<file path="src/rtl/dma_ctl_pkg.sv">
package dma_ctl_pkg;
  localparam int DATA_W     = 16;
  localparam int STORE_W    = 11;
  localparam int NUM_CHAN   = 9;
  localparam int BIT_OP     = 15;
  localparam int BIT_BUSY   = 14;
  localparam int BIT_ZERO   = 13;
  localparam int BIT_PRI    = 10;
  localparam int BIT_MASTER = 9;
  localparam int BIT_BLIT   = 6;

  typedef struct packed {
    logic               setStb;
    logic               clrStb;
    logic [STORE_W-1:0] mask;
  } ctlStrobe_t;
endpackage

</file>
<file path="src/rtl/dma_ctl_decode.sv">
module dma_ctl_decode
  import dma_ctl_pkg::*;
(
  input  logic              wrEn,
  input  logic [DATA_W-1:0] wrData,
  output ctlStrobe_t        strobe
);
  // bits between the status field and the stored field carry no meaning on write
  logic unusedHi;
  assign unusedHi = ^wrData[BIT_OP-1:STORE_W];

  always_comb begin
    strobe.setStb = wrEn & wrData[BIT_OP];
    strobe.clrStb = wrEn & ~wrData[BIT_OP];
    strobe.mask   = wrData[STORE_W-1:0];
  end
endmodule

</file>
<file path="src/rtl/dma_ctl_store.sv">
module dma_ctl_store
  import dma_ctl_pkg::*;
(
  input  logic                clk,
  input  logic                rstN,
  input  ctlStrobe_t          strobe,
  input  logic                blitBusy,
  input  logic                blitZero,
  output logic [DATA_W-1:0]   rdData,
  output logic [NUM_CHAN-1:0] chanEn,
  output logic                cpuYield
);
  localparam int PAD_W = BIT_ZERO - STORE_W;

  logic [STORE_W-1:0]  ctrlQ;
  logic [NUM_CHAN-1:0] chanEnQ;

  for (genvar b = 0; b < STORE_W; b++) begin : g_bit
    always_ff @(posedge clk) begin
      if (!rstN)
        ctrlQ[b] <= 1'b0;
      else if (strobe.mask[b] && strobe.setStb)
        ctrlQ[b] <= 1'b1;
      else if (strobe.mask[b] && strobe.clrStb)
        ctrlQ[b] <= 1'b0;
    end
  end

  for (genvar c = 0; c < NUM_CHAN; c++) begin : g_chan
    always_ff @(posedge clk) begin
      if (!rstN) chanEnQ[c] <= 1'b0;
      else       chanEnQ[c] <= ctrlQ[c] & ctrlQ[BIT_MASTER];
    end
  end

  assign rdData   = {1'b0, blitBusy, blitZero, {PAD_W{1'b0}}, ctrlQ};
  assign chanEn   = chanEnQ;
  assign cpuYield = ctrlQ[BIT_PRI] & chanEnQ[BIT_BLIT] & blitBusy;
endmodule

</file>
<file path="src/rtl/dma_ctl_reg.sv">
module dma_ctl_reg
  import dma_ctl_pkg::*;
(
  input  logic                clk,
  input  logic                rstN,
  input  logic                wrEn,
  input  logic [DATA_W-1:0]   wrData,
  input  logic                blitBusy,
  input  logic                blitZero,
  output logic [DATA_W-1:0]   rdData,
  output logic [NUM_CHAN-1:0] chanEn,
  output logic                cpuYield
);
  ctlStrobe_t strobe;

  dma_ctl_decode u_decode (
    .wrEn   (wrEn),
    .wrData (wrData),
    .strobe (strobe)
  );

  dma_ctl_store u_store (
    .clk      (clk),
    .rstN     (rstN),
    .strobe   (strobe),
    .blitBusy (blitBusy),
    .blitZero (blitZero),
    .rdData   (rdData),
    .chanEn   (chanEn),
    .cpuYield (cpuYield)
  );
endmodule

</file>
<file path="config.mk">
export PLATFORM = sky130hd
export DESIGN_NAME = dma_ctl_reg
export DESIGN_NICKNAME = d
export VERILOG_FILES = /design/src/rtl/dma_ctl_pkg.sv /design/src/rtl/dma_ctl_decode.sv /design/src/rtl/dma_ctl_store.sv /design/src/rtl/dma_ctl_reg.sv
export SDC_FILE = /design/constraint.sdc
export NUM_CORES = 1
export LEC_CHECK = 0
export ABC_AREA = 0
export BUFFER_PORTS_ARGS = -buffer_cell sky130_fd_sc_hd__buf_2
export CORE_MARGIN = 1
export CORE_UTILIZATION = 43
export DETAILED_ROUTE_END_ITERATION = 10
export HOLD_SLACK_MARGIN = 0.1
export PLACE_DENSITY = 0.81
export SKIP_CTS_REPAIR_TIMING = 1
export SLEW_MARGIN = 20
export SYNTH_ARGS = -nofsm -noshare
export SYNTH_HDL_FRONTEND = slang
export SYNTH_SLANG_ARGS = --single-unit
</file>
<file path="constraint.sdc">
create_clock -name clk -period 0.95 [get_ports clk]
set_input_delay 0.095 -clock clk [delete_from_list [all_inputs] [get_ports clk]]
set_output_delay 0.095 -clock clk [all_outputs]
set_load 0.03 [all_outputs]
</file>
==> run summary <==
routed via count divided by cell count: 4.89
commonest non-fill, non-tap cells in the layout: sky130_fd_sc_hd__buf_2 (26), sky130_fd_sc_hd__nand2_1 (23), sky130_fd_sc_hd__mux2i_1 (11), sky130_fd_sc_hd__dlygate4sd3_1 (11), sky130_fd_sc_hd__dfxtp_1 (11)
mapped cell area: 729 um2
unrepaired setup endpoints after global routing: true
initial standard-cell utilization of the core: 47.3%
number of optimization iterations in the first detailed-route pass: 4
number of antenna violations at the first check in global routing: 0
violations in the final reports: setup timing
Antenna Cells: 0
crit share post-route: 107%
Final Hold Violating Endpoints: 0
arithmetic-cell share of the synthesized area counting full adders, half adders and majority gates: 0%
overall global routing resource usage: 15.3%
die area: 0.00186 mm2
area fraction in and, or, nand and nor cells after synthesis: 20.4%
detailed-route wire length: 1620 um
Crit path largest cell delay: 0.35 ns
FMAX: 0.980 GHz
Critical Path AT: 0.93 ns
largest area contributor in the synthesized netlist: sky130_fd_sc_hd__dfxtp_1
buffering stage count on the worst path with inverters included: 1
Buffers on Ports: 37
Syn Inst Count: 74
flip-flop and latch count after synthesis: 20
largest net degree at the start of global routing: 21
Cell Rows: 14
number of global-route vias before repair: 498
hpwl dp: 945 um
number of pins exceeding their max-slew limit in the final report: 0
Synth area leaders: sky130_fd_sc_hd__dfxtp_1 (55%), sky130_fd_sc_hd__mux2i_1 (15%), sky130_fd_sc_hd__nand2_1 (12%)
vertical die dimension: 43.2 um
max-cap violations: 0
post-synthesis compound-gate area fraction: 0%
insertion delay of the later-clocked pin in the worst-skew pair: 0.29 ns
wire length per cell after detailed routing: 11.9 um
root buffer cell: sky130_fd_sc_hd__clkbuf_4
post-synthesis mux area share: 15.1%
path type of the worst setup path: register to output pin
combinational family with the most area after synthesis: simple AND/OR/NAND/NOR gates
slack of the critical path: -0.0707 ns
ordered cell list for the critical path: and3_4, buf_6
class of the worst hold path: primary input to register
Synth warnings: 0
core outline area: 0.00154 mm2
Die Wd: 43.2 um
highest net fanout along the worst path: 3
Critical Path Start Type: register
DRC errors left: 0
Finished Layout Cells: 136
CTS Buf Count: 3
status: complete, but fails checks
fraction of synthesized cell area taken by the top area cell type: 54.9%
sort of element at the end of the critical path: output pin
kind of cell adding the most delay to the critical path: flip-flops
Worst EP required: 0.85 ns
number of distinct library cells after synthesis: 8
final worst clock skew: 0.00256 ns
clock tree from TritonCTS: yes
area growth from synthesis to layout: 47.7%
GRT Residual Overflow: 0
nets: 143
Power Dens Cells: 1410 mW/mm2
Antenna Nets Post-Route: 0
Routability Congestion: 0.738
share of the core filled with cells in the final layout: 69.9%
slowest cell on the critical path: sky130_fd_sc_hd__dfxtp_2
first-pass GRT wire length: 2120 um
clock transition time at the flip-flop clock pins of the worst setup and hold paths: 0.10 ns
Max H-tree Level: 1
routed via count: 665
most common cell after layout, fill and taps aside: sky130_fd_sc_hd__buf_2
final critical path time including I/O delays and setup: 1.02 ns
proportion of layout cells with a drive suffix above 1: 43.3%
total clock sinks: 20
maximum resistive drop on vdd: 0.794 mV
DRC violation total after the first TritonRoute iteration: 10
P_leak: 0.000605 uW
IO Pins: 47
parity-gate share of the synthesized area counting xor and xnor cells: 0%
sequential-to-total area share from yosys stat: 54.9%
Mapped Avg Cell Area: 9.86 um2
cell total after placement: 121
maximum root-to-sink buffer count: 2
Final Setup Violations: 1
## per-stage QoR
stage	area [um2]	power, uW	hold WS [ns]	setup slack, ns	TNS (ns)
finish	1080	1520	0.178	-0.0707	-0.0707
global route	1080	1590	0.181	-0.108	-0.173
CTS	907	1470	0.0615	-0.204	-0.408
detailed placement	885	1100	0.190	0.123	0
global placement	885	1100	0.190	0.123	0
floorplan	738	1060	0.251	0.0226	0
## final cells by class
| cell class | count | area, um2 |
|---|---|---|
| Timing Repair Buffer | 50 | 345 |
| Sequential cell | 20 | 414 |
| Tap cell | 16 | 20.0 |
| Clock buffer | 3 | 22.5 |
| Fill cell | 118 | 464 |
| Multi-Input combinational cell | 47 | 275 |
## cell families after synthesis
kind of cell           count (synthesis)
muxes                                 11
other                                  1
and+or+nand+nor                       33
DFF                                   20
buffers and inverters                  9
## power breakdown
part           switching [uW]  total, uW  leakage, uW  internal [uW]
sequential               21.1        887     0.000167            866
combinational             141        254     0.000424            113
clock                     230        377    0.0000138            147
total                     393       1520     0.000605           1130
## layer usage
metal	vias up	wire [um]	track usage [%]
met1	299	601	17.8
met4	0	50	9.09
li1	323	-	-
met2	39	832	26.0
met5	-	0	0
met3	4	130	2.55
## state kept, by name, indices dropped and copies added, names as in the netlist
signal          cells
u_store.rdData     11
u_store.chanEn      9
## worst min-delay path, cell delays in order
cell                      delay (ns)
sky130_fd_sc_hd__buf_2          0.17
sky130_fd_sc_hd__nand2_1        0.10
sky130_fd_sc_hd__mux2i_1        0.06
## synthesized netlist by cell type
cell type and number:
sky130_fd_sc_hd__and3_1 10, sky130_fd_sc_hd__buf_2 2, sky130_fd_sc_hd__buf_4 6, sky130_fd_sc_hd__buf_6 1
sky130_fd_sc_hd__conb_1 1, sky130_fd_sc_hd__dfxtp_1 20, sky130_fd_sc_hd__mux2i_1 11, sky130_fd_sc_hd__nand2_1 23
## worst paths after layout
path                        end  cells past startpoint          startpoint  slack [ns]
max                    cpuYield                      2  u_store.rdData[10]       -0.07
min           u_store.rdData[4]                      3                wrEn        0.18
min reg2reg   u_store.rdData[4]                      2   u_store.rdData[4]        0.47
max reg2reg  u_store.rdData[10]                      3  u_store.rdData[10]        0.26
Power figures use the tool's default switching activity.
